==> config.mk <==
export PLATFORM = sky130hd
export DESIGN_NAME = t1_tx_clear_proc
export DESIGN_NICKNAME = d
export VERILOG_FILES = /design/src/rtl/t1clr_pkg.sv /design/src/rtl/clr_mask_bank.sv /design/src/rtl/chan_byte_path.sv /design/src/rtl/t1_tx_clear_proc.sv
export SDC_FILE = /design/constraint.sdc
export NUM_CORES = 1
export LEC_CHECK = 0
export BUFFER_PORTS_ARGS = -buffer_cell sky130_fd_sc_hd__buf_2
export CELL_PAD_IN_SITES_DETAIL_PLACEMENT = 1
export CELL_PAD_IN_SITES_GLOBAL_PLACEMENT = 2
export CORE_ASPECT_RATIO = 1.75
export CORE_MARGIN = 5
export CORE_UTILIZATION = 32
export CTS_BUF_LIST = sky130_fd_sc_hd__clkbuf_2 sky130_fd_sc_hd__clkbuf_4 sky130_fd_sc_hd__clkbuf_8
export DETAILED_ROUTE_END_ITERATION = 7
export PLACE_DENSITY = 0.81
export SYNTH_ARGS = -nofsm -noshare
export SYNTH_HDL_FRONTEND = slang
export SYNTH_HIERARCHICAL = 1
export SYNTH_SLANG_ARGS = --single-unit
==> constraint.sdc <==
create_clock -name clk -period 2.47 [get_ports clk]
set_clock_uncertainty 0.1 [all_clocks]
set_input_delay 0.247 -clock clk [delete_from_list [all_inputs] [get_ports clk]]
set_output_delay 0.247 -clock clk [all_outputs]
set_load 0.02 [all_outputs]
==> src/rtl/t1clr_pkg.sv <==
// Package t1clr_pkg
// Shared constants for the T1 transmit transparency processor. Bit
// positions follow the line convention: bit 1 is the MSB and is sent first.
package t1clr_pkg;
    localparam int BYTE_W    = 8;
    localparam int POS_BIT2  = 6;   // bit 2, cleared by the yellow alarm
    localparam int POS_BIT7  = 1;   // bit 7, the stuffing bit
    localparam int POS_BIT8  = 0;   // bit 8, the robbed signaling bit
    localparam int FRAME_W   = 4;
    localparam int SIG_FRM_A = 6;
    localparam int SIG_FRM_B = 12;
endpackage

==> src/rtl/clr_mask_bank.sv <==
// Module clr_mask_bank
// Holds the per-channel clear mask as a bank of byte-wide registers. Each
// register is written when the select matches its index. A select beyond
// the last register writes nothing.
// Assumes: synchronous active-low reset, one write per cycle at most.
module clr_mask_bank #(
    parameter int NCH   = 24,
    parameter int REG_W = 8,
    parameter int SEL_W = 2
) (
    input  logic             clk,
    input  logic             rst_n,
    input  logic             wr,
    input  logic [SEL_W-1:0] sel,
    input  logic [REG_W-1:0] wdata,
    output logic [NCH-1:0]   mask
);
    localparam int NREG = (NCH + REG_W - 1) / REG_W;

    logic [NREG*REG_W-1:0] bank_flat;

    for (genvar r = 0; r < NREG; r++) begin : g_reg
        logic [REG_W-1:0] bank_q;

        // Load this mask byte on a matching write, clear it on reset.
        always_ff @(posedge clk) begin
            if (!rst_n)
                bank_q <= '0;
            else if (wr && sel == SEL_W'(r))
                bank_q <= wdata;
        end

        assign bank_flat[r*REG_W +: REG_W] = bank_q;

        assert_bank_load_R2: assert property (@(posedge clk) disable iff (!rst_n)
            (wr && sel == SEL_W'(r)) |=> (bank_q == $past(wdata)));
    end

    assign mask = bank_flat[NCH-1:0];
endmodule

==> src/rtl/chan_byte_path.sv <==
// Module chan_byte_path
// Combinational edit of one channel byte, in three steps: robbed-bit
// signaling insertion, zero-suppression stuffing, then the D4 yellow-alarm
// bit-2 overwrite.
// Assumes: frame numbers 1..12; clear and override are already resolved.
module chan_byte_path
    import t1clr_pkg::*;
(
    input  logic [BYTE_W-1:0]  data,
    input  logic               clear,
    input  logic [FRAME_W-1:0] frame,
    input  logic               sig_a,
    input  logic               sig_b,
    input  logic               d4_mode,
    input  logic               yellow,
    input  logic               ovr_all,
    output logic [BYTE_W-1:0]  result
);
    logic [BYTE_W-1:0] after_sig;
    logic [BYTE_W-1:0] after_stuff;

    // Step 1: put the A or B signaling bit in bit 8 of non-clear channels.
    always_comb begin
        after_sig = data;
        if (!clear) begin
            if (frame == FRAME_W'(SIG_FRM_A))
                after_sig[POS_BIT8] = sig_a;
            else if (frame == FRAME_W'(SIG_FRM_B))
                after_sig[POS_BIT8] = sig_b;
        end
    end

    // Step 2: set bit 7 of an all-zero byte wherever stuffing is allowed.
    always_comb begin
        after_stuff = after_sig;
        if ((!clear || ovr_all) && after_sig == '0)
            after_stuff[POS_BIT7] = 1'b1;
    end

    // Step 3: clear bit 2 in every channel while the D4 yellow alarm is sent.
    always_comb begin
        result = after_stuff;
        if (d4_mode && yellow)
            result[POS_BIT2] = 1'b0;
    end
endmodule

==> src/rtl/t1_tx_clear_proc.sv <==
// Module t1_tx_clear_proc
// Top of the T1 transmit transparency processor. It looks up the channel's
// clear bit, edits the byte and registers the result with one clock of
// latency. The valid strobe follows the input valid.
// Assumes: in_chan is 0..NCH-1 (an index beyond that is treated as
// non-clear); synchronous active-low reset.
module t1_tx_clear_proc
    import t1clr_pkg::*;
#(
    parameter int NCH   = 24,
    parameter int CH_W  = $clog2(NCH),
    parameter int SEL_W = $clog2((NCH + BYTE_W - 1) / BYTE_W)
) (
    input  logic               clk,
    input  logic               rst_n,
    input  logic               cfg_wr,
    input  logic [SEL_W-1:0]   cfg_sel,
    input  logic [BYTE_W-1:0]  cfg_data,
    input  logic               in_valid,
    input  logic [BYTE_W-1:0]  in_byte,
    input  logic [CH_W-1:0]    in_chan,
    input  logic [FRAME_W-1:0] in_frame,
    input  logic               sig_a,
    input  logic               sig_b,
    input  logic               mode_d4,
    input  logic               yellow_req,
    input  logic               b7_all_a,
    input  logic               b7_all_b,
    output logic               out_valid,
    output logic [BYTE_W-1:0]  out_byte
);
    logic [NCH-1:0]    mask;
    logic              chan_clear;
    logic [BYTE_W-1:0] edited;

    clr_mask_bank #(.NCH(NCH), .REG_W(BYTE_W), .SEL_W(SEL_W)) u_bank (
        .clk   (clk),
        .rst_n (rst_n),
        .wr    (cfg_wr),
        .sel   (cfg_sel),
        .wdata (cfg_data),
        .mask  (mask)
    );

    // Pick this channel's clear bit; an index out of range counts as non-clear.
    always_comb begin
        chan_clear = 1'b0;
        if (in_chan < CH_W'(NCH))
            chan_clear = mask[in_chan];
    end

    chan_byte_path u_path (
        .data    (in_byte),
        .clear   (chan_clear),
        .frame   (in_frame),
        .sig_a   (sig_a),
        .sig_b   (sig_b),
        .d4_mode (mode_d4),
        .yellow  (yellow_req),
        .ovr_all (b7_all_a && b7_all_b),
        .result  (edited)
    );

    // Register the edited byte and the valid strobe.
    always_ff @(posedge clk) begin
        if (!rst_n) begin
            out_valid <= 1'b0;
            out_byte  <= '0;
        end else begin
            out_valid <= in_valid;
            if (in_valid)
                out_byte <= edited;
        end
    end

    assert_valid_follow_R8: assert property (@(posedge clk) disable iff (!rst_n)
        in_valid |=> out_valid);
    assert_idle_hold_R8: assert property (@(posedge clk) disable iff (!rst_n)
        !in_valid |=> (!out_valid && $stable(out_byte)));
    assert_clear_bit8_R4: assert property (@(posedge clk) disable iff (!rst_n)
        (in_valid && chan_clear) |=> (out_byte[POS_BIT8] == $past(in_byte[POS_BIT8])));
    assert_yellow_bit2_R7: assert property (@(posedge clk) disable iff (!rst_n)
        (in_valid && mode_d4 && yellow_req) |=> !out_byte[POS_BIT2]);
    assert_override_nonzero_R6: assert property (@(posedge clk) disable iff (!rst_n)
        (in_valid && b7_all_a && b7_all_b && !(mode_d4 && yellow_req)) |=> (out_byte != '0));
endmodule

==> impl_metrics.yaml, run 1 <==
pwr:
  switching_share: 0.2552
  p_clk_frac: 0.353
  p_seq_frac: 0.505
  ir_worst_vdd_uv: 365.8
  intPower_mw: 0.8358
  combinationalPowerShare: 0.142
  total_power_mw: 1.122
  p_switching_mw: 0.2864
  p_per_area_nw_per_um2: 585.8
  p_leak_nw: 0.9166
routing:
  drt_iter0_drc: 13
  viasPerCell: 5.035
  wl_um: 3938
  wire_per_inst_um: 15.32
  vias: 1294
  drt-pass1-iter-count: 4
  postRouteAntennaNets: 0
  post-route-drc-count: 0
yosys:
  synth_warnings: 6
  async_reset_ff_frac: 0
  ys_types: 36
  avgSynthCellArea_um2: 9.986
  postSynthCellCount: 162
  synth_top_area_frac: 0.4084
  synthTopCellsByCount: "mux2i_1 (39), dfxtp_1 (33), nand2_1 (33), nor2b_1 (9), buf_4 (5)"
  synth.area.top_cells: "dfxtp_1 (41%), mux2i_1 (24%), nand2_1 (7.7%), nor2b_1 (3.5%), mux4_2 (2.8%)"
  syn_area_um2: 1618
  synth.most_common_cell: "mux2i_1"
  yosysSeqAreaShare: 0.4084
  syn_nets: 199
  ys.flop_type: "dfxtp_1"
  yosysTopAreaCell: "dfxtp_1"
  synth_edf_count: 0
  synth-seq-cells: 33
grt:
  track_usage: 0.1227
  overflow: 0
  grt_pass1_vias: 1360
  grt_pass1_wl_um: 6389
  grt_max_degree: 42
  antenna_found_initial: 0
worst_setup_path:
  slowest_delay_ps: 410
  worstPathRequired_ps: 2550
  endpoint_kind: "flip-flop"
  timing.critical_path.buf_inv: 0
  slowest_stage: "a311o_1"
  cp_data_arrival_time_ps: 2280
  cp_cell_sequence: "and2b_1, a2111oi_0, nor3b_1, a311o_1, a2111oi_2, o21bai_1, mux2i_1, nor2b_1"
  crit_family: "compound AO/OA/AOI/OAI gates"
  setup.worst_path.start_class: "flip-flop"
  crit_type: "flip-flop to flip-flop"
  cp_max_fo: 3
outcome:
  outcome: "finished clean"
die:
  start_util: 0.3278
  fp.dieW_um: 63.75
  coreArea_um2: 4935
  die_area_um2: 6634
  row_count: 34
  io_pins: 46
  die_y_um: 104.1
clock_tree:
  cts_tree: "done"
  clock-root-buffer: "clkbuf_8"
  htree_levels: 2
  post_cts_buffers: 0
  cts-resized-gates: 0
  cts_made_buffers: 5
  cts_sinks: 33
  cts_hold_buf: 0
  clock_path_buffers: 2
  clk_latency_ps: 280
  clk_pin_slew_worst_paths_ps: 70
timing:
  period_minus_slack_ps: 2201
  rsz0062_at_grt: "no"
  holdWs_ps: 140.6
  max-slew-margin-rel: 0.5499
  slew_viol_final: 0
  finalSetupViolCount: 0
  worstMarginPinSlew_ps: 675.1
  final_hold_viol_count: 0
  postLayoutSetupSlackWorst_ps: 269.1
  fmax_mhz: 454.4
  tns_ps: 0
  fin_crit_sh: 0.8910
cells_and_area:
  final_cells: 257
  final_nets: 239
  drive_gt1_frac: 0.3103
  antenna_cells: 0
  syn2layout_area_growth_pct: 18.41
  seqCellArea_um2: 660.6
  fillers: 605
  multiInputGateArea_um2: 853.3
placement:
  hpwl_um: 3115
  dp.cells: 249
  place_congestion: 0.7497
  pre_cts_slack_ps: 94.73
  io_buffers: 45
job:
  drv_cap: 0
worst_hold_path:
  hold_class: "primary input to flip-flop"
final timing paths:
path | from | endpoint | slack (ps) | depth (start not counted)
max | u_bank/g_reg[0].bank_q[4] | out_byte[1] | 270 | 8
min | in_byte[4] | out_byte[4] | 140 | 3
max reg2reg | u_bank/g_reg[0].bank_q[4] | out_byte[1] | 270 | 8
min reg2reg | u_bank/g_reg[1].bank_q[6] | u_bank/g_reg[1].bank_q[6] | 360 | 2
power groups by stage:
stage               Sequential [mW]  Combinational, mW  Clock, mW
floorplan                     0.586             0.0957          0
global placement              0.578              0.159          0
detailed placement            0.579              0.163          0
CTS                           0.566              0.164      0.416
global route                  0.568              0.177      0.440
finish                        0.566              0.160      0.396
state kept, by name, indices dropped and copies added (netlist names):
name,cells
out_byte,8
out_valid,1
u_bank/g.bank_q,24
stage by stage:
step                utilization  cell area, um2
floorplan                     -            1618
global placement         0.3707            1829
detailed placement       0.3707            1829
CTS                      0.3882            1916
global route             0.3882            1916
finish                   0.3882            1916
metal layers:
metal | track usage | share of wire
met5 | 0 | 0
met1 | 0.1338 | 0.40
met3 | 0.05297 | 0.085
met2 | 0.2064 | 0.50
met4 | 0.04458 | 0.018
worst reg2reg max path: stages (launching register included):
cell and delay [ps]:
dfxtp_1 310, and2b_1 140, a2111oi_0 400, nor3b_1 90, a311o_1 410, a2111oi_2 330, o21bai_1 130, mux2i_1 140
nor2b_1 60
layout make-up:
class	instances	area share
tap	54	0.03527
timing repair buffer	47	0.1254
multi-input combinational	113	0.4455
sequential	33	0.3449
clock inverter	2	0.005225
inverter	2	0.003919
clock buffer	6	0.03984
logic make-up after synthesis:
group           Yosys count  synth area share
compound gates           13           0.06806
simple gates             58            0.1833
flops                    33            0.4084
buf+inv                  16           0.06419
mux                      42            0.2761
cell usage in the layout, fill, tap and decap left out, types with 2 or more instances in the layout:
master,n
nand2_1,33
inv_1,2
dfxtp_1,33
buf_2,45
mux4_2,2
a22oi_1,2
and2_1,2
clkbuf_8,5
nor2b_1,9
clkinv_2,2
buf_4,2
nor3b_1,2
nand3_1,2
mux2i_1,39
(Power assumes the default switching activity.)
==> run 2, diff against run 1 <==
ABC_AREA = 1   (was default)
CORE_UTILIZATION = 28   (was 32)
PLACE_DENSITY = 0.82   (was 0.81)
==> impl_metrics.yaml, run 2 <==
outcome:
  outcome: "finished clean"
grt:
  overflow: 0
  track_usage: 0.1319
  grt_max_degree: 34
  grt_pass1_wl_um: 8355
  grt_pass1_vias: 1839
  antenna_found_initial: 0
die:
  row_count: 38
  start_util: 0.2874
  die_y_um: 115.4
  die_area_um2: 8101
  io_pins: 46
  fp.dieW_um: 70.22
  coreArea_um2: 6181
cells_and_area:
  final_common_cell: "nand2_1"
  fillers: 860
  largest_registers: "u_bank/g.bank_q: 24 flops, out_byte: 8 flops, out_valid: 1 flops"
  antenna_cells: 0
  top_register: "u_bank/g.bank_q"
  largest_reg_flops: 24
  final_area_um2: 2078
  final_nets: 363
  final_util: 0.3362
  syn2layout_area_growth_pct: 16.97
  final_cells: 406
  drive_gt1_frac: 0.1718
  layout_common_cells: "nand2_1 (90), nor2_1 (63), buf_2 (45)"
yosys:
  yosysSeqAreaShare: 0.3718
  yosysTopAreaCell: "dfxtp_1"
  ys_types: 17
  synthTopCellsByCount: "nand2_1 (90), nor2_1 (63), inv_1 (39), dfxtp_1 (33), nand3_1 (24)"
  postSynthCellCount: 289
  synth_top_area_frac: 0.3718
  synth.most_common_cell: "nand2_1"
  syn_nets: 326
  synth_edf_count: 0
  async_reset_ff_frac: 0
  synth-seq-cells: 33
  avgSynthCellArea_um2: 6.148
  syn_area_um2: 1777
  ys.flop_type: "dfxtp_1"
  synth.area.top_cells: "dfxtp_1 (37%), nand2_1 (19%), nor2_1 (13%), inv_1 (8.2%), nand3_1 (6.8%)"
  synth_warnings: 6
clock_tree:
  htree_levels: 2
  cts_hold_buf: 0
  cts-resized-gates: 0
  cts_made_buffers: 5
  post_cts_buffers: 0
  clk_latency_ps: 280
  clock-root-buffer: "clkbuf_8"
  clk_pin_slew_worst_paths_ps: 70
  clock_path_buffers: 2
  cts_sinks: 33
  cts_tree: "done"
placement:
  io_buffers: 45
  pre_cts_slack_ps: 495.7
  postPlaceCellArea_um2: 1988
  hpwl_um: 3875
  dp.cells: 399
  place_congestion: 0.8588
routing:
  wire_per_inst_um: 12.37
  viasPerCell: 4.443
  drt-pass1-iter-count: 4
  post-route-drc-count: 0
  postRouteAntennaNets: 0
  wl_um: 5024
  vias: 1804
  drt_iter0_drc: 39
timing:
  finalSetupViolCount: 0
  slew_viol_final: 0
  worstMarginPinSlew_ps: 616.2
  postLayoutSetupSlackWorst_ps: 824.0
  tns_ps: 0
  max-slew-margin-rel: 0.5892
  rsz0062_at_grt: "no"
  fin_crit_sh: 0.6664
  holdWs_ps: 112.5
  fmax_mhz: 607.5
  period_minus_slack_ps: 1646
  final_hold_viol_count: 0
worst_setup_path:
  timing.critical_path.buf_inv: 3
  cp_data_arrival_time_ps: 1720
  endpoint_kind: "flip-flop"
  cpMostUsedCell: "nand2_1"
  slowest_delay_ps: 190
  cp_max_fo: 13
  crit_type: "primary input to flip-flop"
  slowest_stage: "inv_2"
  worstPathRequired_ps: 2540
  setup.worst_path.start_class: "primary input"
  crit_family: "simple AND/OR/NAND/NOR gates"
  cp_cell_sequence: "buf_2, inv_2, nand2_1, nand3_1, nand2_1, nand2_1, nand3_1, nand2_1, nand2_1, nand2_1, inv_1, o21ai_0, nor2_1, nand3_1, nand2_1, nor2_1, nor2_1"
job:
  drv_cap: 0
worst_hold_path:
  hold_class: "primary input to flip-flop"
pwr:
  p_leak_nw: 1.128
  ir_worst_vdd_uv: 242.2
  total_power_mw: 1.197
  p_per_area_nw_per_um2: 575.9
-- run 2: changes by cell type after synthesis, sizes merged, moves of 7 or more --
| cell | before | now |
|---|---|---|
| nor2 | 1 | 64 |
| nand2 | 33 | 90 |
| mux2i | 39 | 0 |
| inv | 2 | 40 |
| nand3 | 2 | 26 |
| nor2b | 9 | 0 |
| o21ai | 1 | 10 |
| a21oi | 1 | 8 |
-- run 2: per-layer routing --
metal / GRT usage / vias to the layer above / wire length (um) / part of all wire
met5: 0 / - / 0 / 0
met4: 0.04987 / 0 / 65 / 0.013
met3: 0.02712 / 5 / 184 / 0.037
met2: 0.2666 / 35 / 2781 / 0.55
met1: 0.1276 / 825 / 1992 / 0.40
li1: - / 939 / - / -
-- run 2: worst paths after layout --
check	start	cells past startpoint	slack (ps)	endpoint
min	in_byte[5]	3	110	out_byte[5]
min reg2reg	u_bank/g_reg[0].bank_q[1]	2	390	u_bank/g_reg[0].bank_q[1]
max	in_chan[0]	17	820	out_byte[1]
max reg2reg	u_bank/g_reg[0].bank_q[0]	15	840	out_byte[1]
-- run 2: cell families (layout without fill, tap and decap cells) --
logic type	Yosys count	after routing	share of synthesized area
buffers and inverters	55	92	0.1486
AND/OR/NAND/NOR	181	181	0.4204
flip-flops	33	33	0.3718
AO/OA/AOI/OAI	20	20	0.05916
-- run 2: area by class of cell --
cell class	instances	area [um2]	area share
Multi-Input combinational cell	201	852.1	0.4100
Timing Repair Buffer	45	225.2	0.1084
Clock buffer	7	90.09	0.04335
Inverter	40	150.1	0.07225
Tap cell	80	100.1	0.04816
Sequential cell	33	660.6	0.3179
-- run 2: worst reg2reg max path, stage by stage, from the launching register on --
cell and delay [ps]:
dfxtp_1 350, nand2_1 60, nand3_1 80, nand2_1 60
nand2_1 50, nand3_1 70, nand2_1 70, nand2_1 50
nand2_1 90, inv_1 60, o21ai_0 140, nor2_1 60
nand3_1 80, nand2_1 50, nor2_1 90, nor2_1 50
-- run 2: power breakdown --
part	switching [mW]	internal [mW]	leakage [nW]	total, mW
combinational	0.128	0.0727	0.809	0.200
sequential	0.0166	0.563	0.271	0.580
clock	0.185	0.232	0.0477	0.417
==> run 3, diff against run 2 <==
ABC_AREA = 0   (was 1)
CORE_UTILIZATION = 29   (was 28)
PLACE_DENSITY = 0.77   (was 0.82)
clock period = 1.45 ns   (was 2.47 ns; I/O delays follow)
==> impl_metrics.yaml, run 3 (synthesis gave the netlist of run 1 again) <==
placement:
  postPlaceCellArea_um2: 1944
  hpwl_um: 3231
  io_buffers: 45
  pre_cts_slack_ps: -746.5
  place_congestion: 0.7635
  dp.cells: 281
routing:
  viasPerCell: 4.557
  wire_per_inst_um: 14.20
  postRouteAntennaNets: 0
  vias: 1317
  drt-pass1-iter-count: 4
  met1_length_um: 1784
  wl_met3_um: 262
  top_layer: "met4"
  wl_um: 4103
  drt_iter0_drc: 35
  post-route-drc-count: 0
  routed-wl-met2_um: 1983
worst_setup_path:
  timing.critical_path.buf_inv: 1
  setup.worst_path.start_class: "flip-flop"
  crit_family: "multiplexers"
  cp_cell_sequence: "mux4_2, mux2i_1, nor3b_1, a311o_1, buf_4, o21ai_2, nand3_1, o21bai_1, mux2i_1, nor2b_1"
  worstPathRequired_ps: 1570
  endpoint_kind: "flip-flop"
  r2r_setup_slack_ps: -660
  slowest_stage: "mux4_2"
  crit_type: "flip-flop to flip-flop"
  slowest_delay_ps: 460
  cp_max_fo: 2
  cp_data_arrival_time_ps: 2220
  cpMostUsedCell: "mux2i_1"
timing:
  final_hold_viol_count: 0
  rsz0062_at_grt: "yes"
  period_minus_slack_ps: 2106
  max-slew-margin-rel: 0.6566
  fin_crit_sh: 1.452
  worstMarginPinSlew_ps: 507.9
  postLayoutSetupSlackWorst_ps: -656.1
  finalSetupViolCount: 2
  slew_viol_final: 0
  fmax_mhz: 474.8
clock_tree:
  clock_path_buffers: 2
  cts_made_buffers: 5
  htree_levels: 2
  clk_latency_ps: 280
  clock-root-buffer: "clkbuf_8"
  cts_sinks: 33
  cts_tree: "done"
  cts_hold_buf: 0
  clk_pin_slew_worst_paths_ps: 70
cells_and_area:
  drive_gt1_frac: 0.3568
  final_area_um2: 2059
  top_register: "u_bank/g.bank_q"
  final_nets: 249
  final_common_cell: "buf_2"
  largest_registers: "u_bank/g.bank_q: 24 flops, out_byte: 8 flops, out_valid: 1 flops"
  syn2layout_area_growth_pct: 27.30
  final_cells: 289
  largest_reg_flops: 24
  layout_common_cells: "buf_2 (45), mux2i_1 (39), nand2_1 (33)"
  final_util: 0.3748
  antenna_cells: 0
outcome:
  violations: "setup timing"
  outcome: "finished, violations left"
pwr:
  ir_worst_vdd_uv: 491.0
  total_power_mw: 1.983
  p_leak_nw: 0.9700
  p_per_area_nw_per_um2: 963.0
die:
  fp.dieW_um: 66.46
  io_pins: 46
  die_area_um2: 7231
  die_y_um: 108.8
  row_count: 36
  coreArea_um2: 5495
  start_util: 0.2944
grt:
  grt_max_degree: 25
  overflow: 0
  antenna_found_initial: 0
  track_usage: 0.1213
  grt_pass1_wl_um: 6513
  grt_pass1_vias: 1293
worst_hold_path:
  hold_class: "primary input to flip-flop"
job:
  drv_cap: 0
## run 3: area by class of cell
type	count	area [um2]
Fill cell	680	3436
Multi-Input combinational cell	113	875.8
Tap cell	76	95.09
Inverter	2	7.507
Clock buffer	7	83.83
Clock inverter	1	7.507
Sequential cell	33	661.9
Timing Repair Buffer	57	327.8
## run 3: where the power goes
group,leakage [nW],internal [mW],switching [mW]
clock,0.0453,0.377,0.333
combinational,0.655,0.153,0.156
sequential,0.270,0.945,0.0189
## run 3: what timing repair did
action                                  CTS  global route
endpoints found under the setup margin    2             2
buffers inserted                          0             0
gates cloned                              0             0
pin swaps                                 0             0
gates resized for setup                   6             0
## run 3: final timing paths
| kind | startpoint | end | depth (start not counted) |
|---|---|---|---|
| setup reg to reg | u_bank/g_reg[1].bank_q[7] | out_byte[1] | 10 |
| hold / removal | in_byte[4] | out_byte[4] | 3 |
| setup / recovery | u_bank/g_reg[1].bank_q[7] | out_byte[1] | 10 |
| hold reg to reg | u_bank/g_reg[0].bank_q[0] | u_bank/g_reg[0].bank_q[0] | 2 |
## run 3: layer usage
| layer | up-vias | global-route usage |
|---|---|---|
| met2 | 47 | 0.2033 |
| met4 | 0 | 0.05669 |
| met1 | 602 | 0.1460 |
| met5 | - | 0 |
| met3 | 5 | 0.02474 |
| li1 | 663 | - |
## run 3: worst min-delay path, stage by stage
cell and delay (ps):
buf_2 80, mux2i_1 60, nor2b_1 90
## run 3: metrics by stage
stage / hold slack, ps / TNS [ps]
finish: 37.93 / -1252
global route: 51.09 / -1609
CTS: 33.51 / -1277
detailed placement: 330.5 / -1433
global placement: 322.5 / -1367
floorplan: 172.3 / -964.5
